File: src/rtl/chbuf_scan_pkg.sv
package chbuf_scan_pkg;

    localparam int DESC_W     = 64;
    localparam int FLAG_BIT   = 63;
    localparam int BUF_ADDR_W = 48;
    localparam int SLOT_SHIFT = 6;

    typedef enum logic [4:0] {
        S_IDLE,
        S_SRC_REQ,
        S_SRC_RSP,
        S_SRC_WAIT,
        S_DST_REQ,
        S_DST_RSP,
        S_DST_WAIT,
        S_COPY_GO,
        S_COPY_WAIT,
        S_SRC_UPD_REQ,
        S_SRC_UPD_RSP,
        S_DST_UPD_REQ,
        S_DST_UPD_RSP,
        S_ERR_SRC_DESC,
        S_ERR_DST_DESC,
        S_ERR_SRC_DATA,
        S_ERR_DST_DATA
    } scan_state_e;

    typedef enum logic [2:0] {
        CH_IDLE          = 3'd0,
        CH_BUSY          = 3'd1,
        CH_SRC_DESC_ERR  = 3'd2,
        CH_DST_DESC_ERR  = 3'd3,
        CH_SRC_DATA_ERR  = 3'd4,
        CH_DST_DATA_ERR  = 3'd5
    } chan_status_e;

endpackage

File: src/rtl/chbuf_ring_index.sv
module chbuf_ring_index #(
    parameter int W = 8
) (
    input  logic         clk,
    input  logic         rst_n,
    input  logic         clear,
    input  logic         advance,
    input  logic [W-1:0] limit,
    output logic [W-1:0] idx
);

    logic at_last;

    assign at_last = (idx >= limit - W'(1));

    always_ff @(posedge clk) begin
        if (!rst_n) begin
            idx <= '0;
        end else if (clear) begin
            idx <= '0;
        end else if (advance) begin
            idx <= at_last ? '0 : idx + W'(1);
        end
    end

    // the last slot is followed by slot 0
    assert_wrap_to_zero_R3: assert property (@(posedge clk) disable iff (!rst_n)
        (advance && !clear && limit != '0 && idx == limit - W'(1)) |=> idx == '0);

endmodule

File: src/rtl/chbuf_poll_timer.sv
module chbuf_poll_timer #(
    parameter int W = 16
) (
    input  logic         clk,
    input  logic         rst_n,
    input  logic         load,
    input  logic [W-1:0] load_val,
    input  logic         tick,
    output logic         expired
);

    logic [W-1:0] cnt_q;

    always_ff @(posedge clk) begin
        if (!rst_n) begin
            cnt_q <= '0;
        end else if (load) begin
            cnt_q <= load_val;
        end else if (tick && cnt_q != '0) begin
            cnt_q <= cnt_q - W'(1);
        end
    end

    assign expired = tick && (cnt_q <= W'(1));

endmodule

File: src/rtl/chbuf_scanner.sv
module chbuf_scanner
    import chbuf_scan_pkg::*;
#(
    parameter int ADDR_W   = 48,
    parameter int NBUF_W   = 8,
    parameter int PERIOD_W = 16
) (
    input  logic                  clk,
    input  logic                  rst_n,
    input  logic                  cfg_run,
    input  logic [ADDR_W-1:0]     cfg_src_base,
    input  logic [ADDR_W-1:0]     cfg_dst_base,
    input  logic [NBUF_W-1:0]     cfg_nbufs,
    input  logic [PERIOD_W-1:0]   cfg_period,
    output logic                  mem_req_valid,
    input  logic                  mem_req_ready,
    output logic                  mem_req_write,
    output logic [ADDR_W-1:0]     mem_req_addr,
    output logic [DESC_W-1:0]     mem_req_wdata,
    input  logic                  mem_rsp_valid,
    input  logic [DESC_W-1:0]     mem_rsp_rdata,
    input  logic                  mem_rsp_err,
    output logic                  copy_start,
    output logic [BUF_ADDR_W-1:0] copy_src_addr,
    output logic [BUF_ADDR_W-1:0] copy_dst_addr,
    input  logic                  copy_done,
    input  logic                  copy_src_err,
    input  logic                  copy_dst_err,
    output logic [2:0]            status,
    output logic                  irq
);

    localparam int OFS_W   = NBUF_W + SLOT_SHIFT;
    localparam int SIDE_N  = 2;
    localparam int SIDE_SRC = 0;
    localparam int SIDE_DST = 1;

    scan_state_e state_q, state_d;

    logic [DESC_W-1:0]  src_desc_q, dst_desc_q;
    logic [NBUF_W-1:0]  side_idx [SIDE_N];
    logic [SIDE_N-1:0]  side_adv;
    logic               idx_clear;
    logic               in_order;
    logic               rsp_ok;
    logic               rsp_flag;
    logic               tmr_load, tmr_tick, tmr_expired;
    logic [OFS_W-1:0]   src_ofs, dst_ofs;
    chan_status_e       status_e;

    assign in_order = (cfg_period != '0);
    assign rsp_ok   = mem_rsp_valid && !mem_rsp_err;
    assign rsp_flag = mem_rsp_rdata[FLAG_BIT];

    // ------------------------------------------------------------------
    // Slot indices, one ring per side
    // ------------------------------------------------------------------
    assign idx_clear = (state_q == S_IDLE);

    assign side_adv[SIDE_SRC] =
        ((state_q == S_SRC_RSP) && rsp_ok && !rsp_flag && !in_order) ||
        ((state_q == S_DST_UPD_RSP) && rsp_ok && cfg_run);
    assign side_adv[SIDE_DST] =
        ((state_q == S_DST_RSP) && rsp_ok && rsp_flag && !in_order) ||
        ((state_q == S_DST_UPD_RSP) && rsp_ok && cfg_run);

    for (genvar s = 0; s < SIDE_N; s++) begin : g_side
        chbuf_ring_index #(.W(NBUF_W)) u_ring (
            .clk     (clk),
            .rst_n   (rst_n),
            .clear   (idx_clear),
            .advance (side_adv[s]),
            .limit   (cfg_nbufs),
            .idx     (side_idx[s])
        );
    end

    // ------------------------------------------------------------------
    // Retry pause for in-order polling
    // ------------------------------------------------------------------
    assign tmr_load = in_order &&
        (((state_q == S_SRC_RSP) && rsp_ok && !rsp_flag) ||
         ((state_q == S_DST_RSP) && rsp_ok && rsp_flag));
    assign tmr_tick = (state_q == S_SRC_WAIT) || (state_q == S_DST_WAIT);

    chbuf_poll_timer #(.W(PERIOD_W)) u_timer (
        .clk      (clk),
        .rst_n    (rst_n),
        .load     (tmr_load),
        .load_val (cfg_period),
        .tick     (tmr_tick),
        .expired  (tmr_expired)
    );

    // ------------------------------------------------------------------
    // State register and captured descriptors
    // ------------------------------------------------------------------
    always_ff @(posedge clk) begin
        if (!rst_n) begin
            state_q    <= S_IDLE;
            src_desc_q <= '0;
            dst_desc_q <= '0;
        end else begin
            state_q <= state_d;
            if (state_q == S_SRC_RSP && rsp_ok && rsp_flag) begin
                src_desc_q <= mem_rsp_rdata;
            end
            if (state_q == S_DST_RSP && rsp_ok && !rsp_flag) begin
                dst_desc_q <= mem_rsp_rdata;
            end
        end
    end

    // ------------------------------------------------------------------
    // Next-state logic
    // ------------------------------------------------------------------
    always_comb begin
        state_d = state_q;
        if (!cfg_run) begin
            state_d = S_IDLE;
        end else begin
            unique case (state_q)
                S_IDLE:        state_d = S_SRC_REQ;
                S_SRC_REQ:     if (mem_req_ready) state_d = S_SRC_RSP;
                S_SRC_RSP: begin
                    if (mem_rsp_valid) begin
                        if (mem_rsp_err)   state_d = S_ERR_SRC_DESC;
                        else if (rsp_flag) state_d = S_DST_REQ;
                        else if (in_order) state_d = S_SRC_WAIT;
                        else               state_d = S_SRC_REQ;
                    end
                end
                S_SRC_WAIT:    if (tmr_expired) state_d = S_SRC_REQ;
                S_DST_REQ:     if (mem_req_ready) state_d = S_DST_RSP;
                S_DST_RSP: begin
                    if (mem_rsp_valid) begin
                        if (mem_rsp_err)    state_d = S_ERR_DST_DESC;
                        else if (!rsp_flag) state_d = S_COPY_GO;
                        else if (in_order)  state_d = S_DST_WAIT;
                        else                state_d = S_DST_REQ;
                    end
                end
                S_DST_WAIT:    if (tmr_expired) state_d = S_DST_REQ;
                S_COPY_GO:     state_d = S_COPY_WAIT;
                S_COPY_WAIT: begin
                    if (copy_done) begin
                        if (copy_src_err)      state_d = S_ERR_SRC_DATA;
                        else if (copy_dst_err) state_d = S_ERR_DST_DATA;
                        else                   state_d = S_SRC_UPD_REQ;
                    end
                end
                S_SRC_UPD_REQ: if (mem_req_ready) state_d = S_SRC_UPD_RSP;
                S_SRC_UPD_RSP: begin
                    if (mem_rsp_valid) begin
                        state_d = mem_rsp_err ? S_ERR_SRC_DESC : S_DST_UPD_REQ;
                    end
                end
                S_DST_UPD_REQ: if (mem_req_ready) state_d = S_DST_UPD_RSP;
                S_DST_UPD_RSP: begin
                    if (mem_rsp_valid) begin
                        state_d = mem_rsp_err ? S_ERR_DST_DESC : S_SRC_REQ;
                    end
                end
                S_ERR_SRC_DESC, S_ERR_DST_DESC,
                S_ERR_SRC_DATA, S_ERR_DST_DATA: state_d = state_q;
                default:       state_d = S_IDLE;
            endcase
        end
    end

    // ------------------------------------------------------------------
    // Outputs
    // ------------------------------------------------------------------
    assign src_ofs = {side_idx[SIDE_SRC], {SLOT_SHIFT{1'b0}}};
    assign dst_ofs = {side_idx[SIDE_DST], {SLOT_SHIFT{1'b0}}};

    always_comb begin
        mem_req_valid = 1'b0;
        mem_req_write = 1'b0;
        mem_req_addr  = '0;
        mem_req_wdata = '0;
        copy_start    = 1'b0;
        status_e      = CH_BUSY;
        unique case (state_q)
            S_IDLE:         status_e = CH_IDLE;
            S_SRC_REQ: begin
                mem_req_valid = 1'b1;
                mem_req_addr  = cfg_src_base + ADDR_W'(src_ofs);
            end
            S_DST_REQ: begin
                mem_req_valid = 1'b1;
                mem_req_addr  = cfg_dst_base + ADDR_W'(dst_ofs);
            end
            S_SRC_UPD_REQ: begin
                mem_req_valid = 1'b1;
                mem_req_write = 1'b1;
                mem_req_addr  = cfg_src_base + ADDR_W'(src_ofs);
                mem_req_wdata = {1'b0, src_desc_q[FLAG_BIT-1:0]};
            end
            S_DST_UPD_REQ: begin
                mem_req_valid = 1'b1;
                mem_req_write = 1'b1;
                mem_req_addr  = cfg_dst_base + ADDR_W'(dst_ofs);
                mem_req_wdata = {1'b1, dst_desc_q[FLAG_BIT-1:0]};
            end
            S_COPY_GO:      copy_start = 1'b1;
            S_ERR_SRC_DESC: status_e = CH_SRC_DESC_ERR;
            S_ERR_DST_DESC: status_e = CH_DST_DESC_ERR;
            S_ERR_SRC_DATA: status_e = CH_SRC_DATA_ERR;
            S_ERR_DST_DATA: status_e = CH_DST_DATA_ERR;
            default:        status_e = CH_BUSY;
        endcase
    end

    assign copy_src_addr = src_desc_q[BUF_ADDR_W-1:0];
    assign copy_dst_addr = dst_desc_q[BUF_ADDR_W-1:0];
    assign status        = status_e;
    assign irq           = (state_q == S_ERR_SRC_DESC) || (state_q == S_ERR_DST_DESC) ||
                           (state_q == S_ERR_SRC_DATA) || (state_q == S_ERR_DST_DATA);

    // ------------------------------------------------------------------
    // Assertions
    // ------------------------------------------------------------------
    assert_req_hold_R7: assert property (@(posedge clk) disable iff (!rst_n || !cfg_run)
        (mem_req_valid && !mem_req_ready) |=>
            (mem_req_valid && $stable(mem_req_addr) && $stable(mem_req_write) &&
             $stable(mem_req_wdata)));

    assert_copy_pulse_R6: assert property (@(posedge clk) disable iff (!rst_n)
        copy_start |=> !copy_start);

    assert_run_off_idle_R11: assert property (@(posedge clk) disable iff (!rst_n)
        !cfg_run |=> (status == 3'd0 && !mem_req_valid && !copy_start));

    assert_irq_cause_R10: assert property (@(posedge clk) disable iff (!rst_n)
        $rose(irq) |-> ($past(mem_rsp_valid && mem_rsp_err) ||
                        $past(copy_done && (copy_src_err || copy_dst_err))));

    assert_err_sticky_R10: assert property (@(posedge clk) disable iff (!rst_n)
        (irq && cfg_run) |=> (irq && $stable(status)));

endmodule

File: config.mk
export PLATFORM = sky130hd
export DESIGN_NAME = chbuf_scanner
export DESIGN_NICKNAME = d
export VERILOG_FILES = /design/src/rtl/chbuf_scan_pkg.sv /design/src/rtl/chbuf_ring_index.sv /design/src/rtl/chbuf_poll_timer.sv /design/src/rtl/chbuf_scanner.sv
export SDC_FILE = /design/constraint.sdc
export NUM_CORES = 1
export LEC_CHECK = 0
export BUFFER_PORTS_ARGS = -buffer_cell sky130_fd_sc_hd__clkbuf_2
export CAP_MARGIN = 20
export CORE_ASPECT_RATIO = 0.5
export CORE_UTILIZATION = 55
export CTS_CLUSTER_SIZE = 20
export DETAILED_ROUTE_END_ITERATION = 7
export PLACE_DENSITY = 0.88
export SYNTH_ARGS = -nofsm -noshare
export SYNTH_HDL_FRONTEND = slang
export SYNTH_SLANG_ARGS = --single-unit
export TNS_END_PERCENT = 10
File: constraint.sdc
create_clock -name clk -period 7.6 [get_ports clk]
set_input_delay 0.38 -clock clk [delete_from_list [all_inputs] [get_ports clk]]
set_output_delay 0.38 -clock clk [all_outputs]
set_load 0.03 [all_outputs]
## Yosys cells after proc, flatten, opt, wreduce, memory -nomap -nowiden

Cells that the tools add are included.

| cells by class | value |
|---|---|
| multiplexer cells | 32 |
| bitwise gates (word level) | 2 |
| reduce and logical (&&, ||, !) cells | 36 |
| add/sub/neg operators | 6 |
| order comparisons | 3 |
| equal/unequal tests | 27 |

Operators with widths:

| kind | count |
|---|---|
| $pmux W64 S2 | 1 |
| $add A48 B14 Y48 | 2 |
| $pmux W48 S2 | 1 |
| $pmux W5 S14 | 1 |
| $mux W5 | 13 |
| $eq A5 B4 Y1 const B | 8 |
| $mux W16 | 2 |
| $reduce_bool A16 Y1 | 2 |
| $ne A2 B2 Y1 const B | 11 |
| $eq A5 B3 Y1 const B | 4 |
| $add A8 B1 Y8 const B | 2 |
| $ge A8 B8 Y1 | 2 |
| $le A16 B1 Y1 const B | 1 |
| $mux W8 | 2 |
| $sub A16 B1 Y16 const B | 1 |
| $pmux W3 S5 | 1 |
| $logic_and A1 B1 Y1 | 14 |
| $mux W4 | 3 |
| $reduce_and A12 Y1 | 1 |
| $eq A5 B2 Y1 const B | 2 |
| $reduce_or A2 Y1 | 4 |
| $reduce_or A4 Y1 | 2 |
| $sub A8 B1 Y8 const B | 1 |
| $logic_or A1 B1 Y1 | 7 |
| 10 further kinds | 18 |

| storage, ports and cells | value |
|---|---|
| logic and storage cells | 112 |
| flip-flop bits (word level) | 163 |
| bits of input ports | 193 |

## Logic depth before layout (Yosys ltp)

Gate-level depths: netlist (run 1).

| logic depth | value |
|---|---|
| word-level depth | 7 |
| mapped depth | 11 |
| mapped depth without buffers | 11 |

## By module

A second synthesis (run 1) with hierarchy kept.

| second synthesis, totals | value |
|---|---|
| cells, all modules | 1,451 |
| area total of the unflattened synthesis | 11,304.6 µm² |

Modules (own cells, without submodules):

| module | cells an instance | instances | area each (µm²) |
|---|---|---|---|
| chbuf_scanner | 1,194 | 1 | 9,023.7 |
| chbuf_ring_index | 71 | 2 | 663.1 |
| chbuf_poll_timer | 115 | 1 | 954.7 |

## Worst setup path before layout (run 1)

OpenSTA, ideal clock, no wires.

| timing | value |
|---|---|
| kind | reg-to-output |
| from | register g_side[1].u_ring.idx[0] |
| to | output mem_req_addr[30] |
| cell stages (with the launch flop) | 11 |
| data required time | 7.220 ns |
| arrival time | 2.740 ns |
| slack | 4.480 ns |
| path through | dfxtp_1 > ha_1 > inv_1 > fa_1 > nor2b_1 > o31ai_1 > a211oi_1 > clkbuf_1 > nand4_1 > xor2_1 > o22ai_1 |

| between the ends | value |
|---|---|
| longest elaborated chain between the ends | 2 |

Ends and longest elaborated chain:

| item | line | text |
|---|---|---|
| start: declaration | chbuf_ring_index.sv:9 | `output logic [W-1:0] idx` |
| start signal: assignment | chbuf_ring_index.sv:22 | `idx <= at_last ? '0 : idx + W'(1);` |
| $add A48 B14 Y48 | chbuf_scanner.sv:192, chbuf_scanner.sv:203 |  |
| $pmux W48 S2 | chbuf_scanner.sv:184 | `unique case (state_q)` |
| end: declaration | chbuf_scanner.sv:18 | `output logic [ADDR_W-1:0] mem_req_addr,` |

Every way passes these cells.

## Worst setup path in the final report (run 1)

| timing | value |
|---|---|
| from | register g_side[1].u_ring.idx[0] |
| to | output mem_req_addr[22] |

Same word-level chain as after synthesis.

==> results of run 1 <==
-- per-stage QoR --
stage / setup WS [ns] / cells / hold slack [ns] / total power, mW / cell area, µm²
after CTS: 3.73 / 2041 / 0.178 / 1.98 / 13100
after detailed placement: 4.13 / 2009 / 0.447 / 1.14 / 12600
after floorplan: 4.48 / 1504 / 0.436 / 1.03 / 11100
after global placement: 4.12 / 2009 / 0.442 / 1.14 / 12600
final: 3.65 / 2043 / 0.189 / 1.98 / 13200
after global routing: 3.50 / 2043 / 0.181 / 2.04 / 13200
-- cell families after synthesis --
family                   after synthesis
flip-flops                           163
buffers and inverters                204
AO/OA/AOI/OAI                        320
AND/OR/NAND/NOR                      614
adder cells (fa/ha/maj)               39
multiplexers                          67
XOR/XNOR                              97
-- area by class of cell --
type	instances	area share (%)
Clock buffer	19	3.37
Clock inverter	13	1.05
Inverter	27	0.789
Multi-Input combinational cell	1137	51.3
Sequential cell	163	24.8
Tap cell	266	2.53
Timing Repair Buffer	418	16.1
-- final timing paths --
kind,start,depth (start not counted),slack (ns),to
setup / recovery,g_side[1].u_ring.idx[0],10,3.65,mem_req_addr[22]
hold / removal,mem_rsp_rdata[41],3,0.19,dst_desc_q[41]
setup reg to reg,state_q[1],7,4.33,state_q[4]
hold reg to reg,dst_desc_q[62],2,0.46,dst_desc_q[62]
-- Yosys cell counts (37+ instances only) --
cell | instances | area, µm²
sky130_fd_sc_hd__ha_1 | 37 | 463
sky130_fd_sc_hd__xnor2_1 | 37 | 324
sky130_fd_sc_hd__nand2_1 | 309 | 1160
sky130_fd_sc_hd__dfxtp_1 | 163 | 3260
sky130_fd_sc_hd__xor2_1 | 60 | 526
sky130_fd_sc_hd__a21oi_1 | 167 | 836
sky130_fd_sc_hd__o22ai_1 | 42 | 263
sky130_fd_sc_hd__buf_4 | 96 | 721
sky130_fd_sc_hd__nor2_1 | 118 | 443
sky130_fd_sc_hd__nand3_1 | 45 | 225
sky130_fd_sc_hd__mux2i_1 | 64 | 641
sky130_fd_sc_hd__clkbuf_1 | 67 | 251
-- critical path: cells and delay by family (launching register included) --
| family | cells | cell delay, ns |
|---|---|---|
| fa+ha+maj | 2 | 0.63 |
| buf+inv | 2 | 0.33 |
| simple gates | 2 | 0.39 |
| xor+xnor | 1 | 0.18 |
| compound gates | 3 | 1.22 |
| flops | 1 | 0.40 |
-- cells in the final DEF (no fill, tap or decap), drive strengths merged, types with 19 or more instances in the layout --
cell type,n
o21ai,26
inv,36
mux2i,64
nor2,118
nand2,309
xnor2,37
nor4,20
nor3,25
and3,19
a21oi,168
nand4,28
ha,37
o22ai,42
xor2,60
nand3,45
dfxtp,163
clkbuf,427
-- layer usage --
layer | vias to the layer above | track usage, % | part of all wire (%)
met3 | 97 | 6.29 | 7.7
li1 | 5669 | - | -
met5 | - | 0 | 0
met4 | 0 | 14.1 | 3.9
met2 | 497 | 53.5 | 48
met1 | 5434 | 37.4 | 40
-- power groups by stage --
| stage | Combinational, mW | Sequential (mW) | Clock [mW] |
|---|---|---|---|
| finish | 0.262 | 0.863 | 0.850 |
| CTS | 0.258 | 0.863 | 0.856 |
| detailed placement | 0.256 | 0.883 | 0 |
| global route | 0.281 | 0.864 | 0.899 |
| global placement | 0.254 | 0.883 | 0 |
| floorplan | 0.148 | 0.877 | 0 |
-- sequential cells by signal, indices dropped and copies added, names as in the netlist --
signal,flops
src_desc_q,63
u_timer.cnt_q,16
dst_desc_q,63
g_side.u_ring.idx,16
state_q,5
==> run_results.csv, run 1 <==
group,metric,value,unit
timing,final_max_slew_viol_count,0,
global_route,initial_antenna_violation_count,0,
pwr,power_report.internal_total,1.40,mW
synth,synth_top_family_by_area,"simple AND/OR/NAND/NOR gates",
cts,inserted_clock_buffers,17,
timing,finalWorstPathRequiredPeriod,3.95,ns
timing,clock.fmax,253,MHz
pwr,cellPowerDensity,150,mW/mm²
route,drt-initial-drc-count,808,
route,ant_nets,0,
cts,max_root_sink_buffers,2,
floorplan,core.rowCount,36,
timing,hold_viol_final,0,
synth,synth_compound_area_share,17.2,%
cts,cts_repair_resize_count,0,
final_layout,fillCellCount,1668,
timing,setup_skew_after_layout,0.0121,ns
worst_setup_path,required,7.22,ns
synth,synth_simple_gate_area_share,25.0,%
worst_setup_path,worst_setup_path_start_kind,"register",
timing,timing.max_slew.rel_slack,30.2,%
worst_setup_path,critical_path_fanout_max,14,
synth,ys.warnings.count,0,
cts,clock_sink_count,163,
final_layout,num-nets-final,1996,
worst_setup_path,crit_path_max_incr_delay,0.87,ns
route,routed_via_density,5.73,
status,outcome,"completed",
synth,synth_flop_cell,"sky130_fd_sc_hd__dfxtp_1",
place,hpwl,25000,µm
global_route,largest_net_degree_at_the_start_of_global_routing,79,
pwr,share_seq_of_total_power,43.7,%
floorplan,die-area,0.0209,mm²
cts,root_driver,"sky130_fd_sc_hd__clkbuf_16",
synth,syn_area_per_cell,7.41,µm²
cts,clk_transition_reported_paths,0.08,ns
timing,pin_slew_with_the_least_headroom_to_its_limit,1.05,ns
final_layout,finalCoreUtilization,67.0,%
route,drcViolationCount,0,
route,drt_pre_antenna_iters,8,
synth,ys_types,73,
worst_setup_path,critical_path_class,"reg -> out",
place,finalWeightedCongestion,0.957,
worst_setup_path,worstPathCellList,"ha_1, inv_1, fa_1, nor2b_1, o31ai_1, a211oi_2, nand4_1, xor2_1, o21ai_0, clkbuf_2",
route,wire_per_inst,16.5,µm
timing,fin_tns_setup,0,ns
synth,synth_seq_area_share,29.3,%
pwr,ir_worst_vdd,0.000152,V
final_layout,regArea,0.00327,mm²
timing,rsz0062_at_grt,"no",
synth,synth-edff-count,0,
final_layout,areaGrowthSynthToFinish,18.1,%
synth,yosys-mux-area-fraction,6.05,%
pwr,p_comb_share,13.3,%
global_route,grt_pass1_wl,51900,µm
timing,setup_viol,0,
worst_setup_path,worst-endpoint-arrival,3.57,ns
synth,yosys.area_share.xor_xnor,7.63,%
final_layout,multi_input_comb_area,0.00676,mm²
cts,clock_latency,0.42,ns
floorplan,fp.dieH,103,µm
synth,async_reset_ff_share,0,%
cts,cts_tree,"built",
synth,synthesis.instances,1504,
floorplan,core,0.0196,mm²
floorplan,initial_utilization,56.7,%
cts,ctsHoldBuffers,0,
synth,post_synthesis_cell_area,0.0111,mm²
worst_setup_path,critical_path.endpoint_type,"output pin",
route,routed-via-count,11700,
pwr,power_switching,574,µW
global_route,grtUsageTotal,30.8,%
pwr,p_leak,5.33,nW
floorplan,die_w,203,µm
timing,post-route-period-util,51.9,%
cts,ctsHtreeMaxLevel,4,
place,numPortBuffers,407,
synth,synth_fa_ha_area_share,4.52,%
worst_setup_path,cp_slowest_cell,"sky130_fd_sc_hd__a211oi_2",
final_layout,post_route_cells_drive_above_1_share,26.6,%
final_layout,antenna_cells,0,
pwr,netSwitchingFraction,29.0,%
global_route,grt_remaining_overflow,0,
synth,synth.net_count,1736,
synth,synth-seq-cells,163,
floorplan,io_pins,408,
global_route,vias_in_the_first_global_route,10200,
cts,cts_post_setup_buffers_inserted,0,
route,totalWireLength,33700,µm
min_path,min_delay_path_class,"in -> reg",
run,max_cap_viol_count,0,
pwr,p_clk_share,43.0,%
Note: power is estimated with default switching activity, not from simulation.
==> run 2: changes to the inputs <==
--- a/config.mk
+++ b/config.mk
@@ -8,10 +8,10 @@
 export BUFFER_PORTS_ARGS = -buffer_cell sky130_fd_sc_hd__clkbuf_2
 export CAP_MARGIN = 20
 export CORE_ASPECT_RATIO = 0.5
-export CORE_UTILIZATION = 55
+export CORE_UTILIZATION = 46
 export CTS_CLUSTER_SIZE = 20
 export DETAILED_ROUTE_END_ITERATION = 7
-export PLACE_DENSITY = 0.88
+export PLACE_DENSITY = 0.78
 export SYNTH_ARGS = -nofsm -noshare
 export SYNTH_HDL_FRONTEND = slang
 export SYNTH_SLANG_ARGS = --single-unit
==> constraint.sdc (replaced) <==
create_clock -name clk -period 3.49 [get_ports clk]
set_input_delay 0.1745 -clock clk [delete_from_list [all_inputs] [get_ports clk]]
set_output_delay 0.1745 -clock clk [all_outputs]
set_load 0.03 [all_outputs]
==> run 2 against run 1 <==
Net effect: sequential power is 120% higher; die area is 19% higher; via count is 2.3% higher; cell area is 6.4% higher; final cell count is 5.7% higher; non-clock buffer count is 74 higher; critical path depth stayed put.
==> run_results.csv, run 2 (same netlist as run 1, synthesis figures left out) <==
group,metric,value,unit
cts,max_root_sink_buffers,2,
global_route,largest_net_degree_at_the_start_of_global_routing,77,
floorplan,initial_utilization,47.9,%
floorplan,core,0.0233,mm²
pwr,cellPowerDensity,314,mW/mm²
timing,pin_slew_with_the_least_headroom_to_its_limit,1.13,ns
pwr,power_report.internal_total,3.20,mW
status,outcome,"completed",
final_layout,finished_layout_cell_area,0.0140,mm²
place,finalWeightedCongestion,0.975,
worst_setup_path,worst_setup_path_start_kind,"register",
final_layout,filler_free_cell_count_of_the_finished_design,2159,
route,ant_nets,0,
min_path,min_delay_path_class,"in -> reg",
worst_setup_path,critical_path.endpoint_type,"output pin",
pwr,p_leak,5.66,nW
worst_setup_path,critical_path_fanout_max,7,
place,dpl.cell_count,2061,
floorplan,die-area,0.0249,mm²
final_layout,finalCoreUtilization,60.2,%
worst_setup_path,required,3.32,ns
place,placed_cell_area,0.0128,mm²
cts,root_driver,"sky130_fd_sc_hd__clkbuf_16",
pwr,ir_worst_vdd,0.000341,V
route,drcViolationCount,0,
final_layout,reg_top3,"dst_desc_q x63, src_desc_q x63",
route,routed-via-count,12000,
global_route,initial_antenna_violation_count,1,
final_layout,most-common-layout-cells,"sky130_fd_sc_hd__clkbuf_2 (407), sky130_fd_sc_hd__nand2_1 (308), sky130_fd_sc_hd__a21oi_1 (167)",
cts,cts_post_setup_buffers_inserted,0,
timing,hold_viol_final,0,
worst_setup_path,worst-endpoint-arrival,3.09,ns
floorplan,core.rowCount,39,
floorplan,fp.dieH,112,µm
route,routed_via_density,5.54,
worst_setup_path,critPathTopFamily,"compound AO/OA/AOI/OAI gates",
global_route,grt_pass1_wl,58400,µm
worst_setup_path,critical_path_class,"reg -> out",
cts,ctsHtreeMaxLevel,4,
global_route,grt_remaining_overflow,0,
pwr,p_comb_share,14.9,%
worst_setup_path,cp_slowest_cell,"sky130_fd_sc_hd__fa_1",
cts,clk_transition_reported_paths,0.06,ns
final_layout,post_route_cells_drive_above_1_share,26.1,%
cts,clock_sink_count,163,
place,hpwl,26500,µm
worst_setup_path,critical_path_buf_inv_count,2,
timing,finalWorstPathRequiredPeriod,3.26,ns
place,placement.setup.worst_slack,0.524,ns
timing,hold-worst-slack,0.0300,ns
timing,setup_skew_after_layout,0.00814,ns
timing,timing.max_slew.rel_slack,24.4,%
route,drt_pre_antenna_iters,7,
pwr,netSwitchingFraction,27.1,%
timing,setup_viol,0,
timing,clock.fmax,306,MHz
final_layout,most_common_cell_after_layout_fill_and_taps_aside,"sky130_fd_sc_hd__clkbuf_2",
place,numPortBuffers,407,
cts,inserted_clock_buffers,17,
pwr,p_clk_share,42.5,%
floorplan,die_w,222,µm
global_route,grtUsageTotal,29.1,%
timing,post-route-period-util,93.5,%
timing,rsz0062_at_grt,"yes",
worst_setup_path,worstPathCellList,"ha_1, inv_1, fa_1, nand2b_1, a211oi_2, o21ai_1, nor4_1, xnor2_1, o22ai_1, clkbuf_2",
timing,fin_ws,0.225,ns
cts,clock_latency,0.43,ns
final_layout,num-nets-final,2070,
timing,final_max_slew_viol_count,0,
final_layout,areaGrowthSynthToFinish,25.7,%
route,wire_per_inst,17.3,µm
floorplan,io_pins,408,
cts,cts_tree,"built",
worst_setup_path,crit_path_max_incr_delay,0.39,ns
global_route,vias_in_the_first_global_route,11300,
pwr,power_switching,1.19,mW
route,totalWireLength,37300,µm
route,drt-initial-drc-count,1185,
run,max_cap_viol_count,0,
pwr,share_seq_of_total_power,42.6,%
run 2: cell types whose count changed in the layout (fill, tap and decap cells not counted), sizes merged:
cell,change
clkinvlp,+3
inv,-7
buf,+10
bufinv,+2
dlygate4sd3,+65
diode,+1
clkinv,+1
run 2: power groups by stage:
stage               clock network, mW  logic [mW]  registers, mW
finish                           1.87       0.656           1.87
global route                     1.98       0.698           1.87
CTS                              1.89       0.645           1.87
detailed placement                  0       0.583           1.91
global placement                    0       0.582           1.91
floorplan                           0       0.323           1.91
run 2: routing by layer:
| layer | up-vias | part of all wire, % | GRT usage [%] |
|---|---|---|---|
| met2 | 434 | 50 | 51.8 |
| li1 | 5810 | - | - |
| met5 | - | 0 | 0 |
| met3 | 92 | 5.9 | 5.26 |
| met1 | 5633 | 40 | 34.1 |
| met4 | 0 | 3.5 | 13.7 |
run 2: worst reg2reg max path, delay by kind of cell, from the launching register on:
kind,cells,cell delay [ns]
buf+inv,2,0.71
compound gates,3,0.62
simple gates,1,0.51
flops,1,0.41
mux,1,0.27
run 2: timing repair:
action,in CTS,in global routing
endpoints found under the setup margin,0,15
hold endpoints to repair,128,0
hold buffers,65,0
gates resized for setup,0,3
run 2: final cells by class:
class | count | area, µm²
timing repair buffer | 492 | 2900
inverter | 27 | 104
sequential | 163 | 3270
clock buffer | 20 | 447
fill | 2122 | 9270
multi-input combinational | 1137 | 6770
clock inverter | 12 | 131
antenna | 1 | 2.50
tap | 307 | 384
run 2: per-stage QoR:
stage | setup TNS [ns] | power, mW
after floorplan | 0 | 2.23
after global placement | 0 | 2.49
after detailed placement | 0 | 2.50
after CTS | 0 | 4.41
after global routing | -0.0916 | 4.55
final | 0 | 4.40
run 2: worst paths after layout:
path | from | endpoint | slack [ns] | cells after the start
setup reg to reg | state_q[1] | state_q[3] | 0.90 | 7
setup / recovery | g_side[0].u_ring.idx[0] | mem_req_addr[42] | 0.23 | 10
hold / removal | cfg_period[3] | u_timer.cnt_q[3] | 0.03 | 3
hold reg to reg | dst_desc_q[61] | dst_desc_q[61] | 0.46 | 2
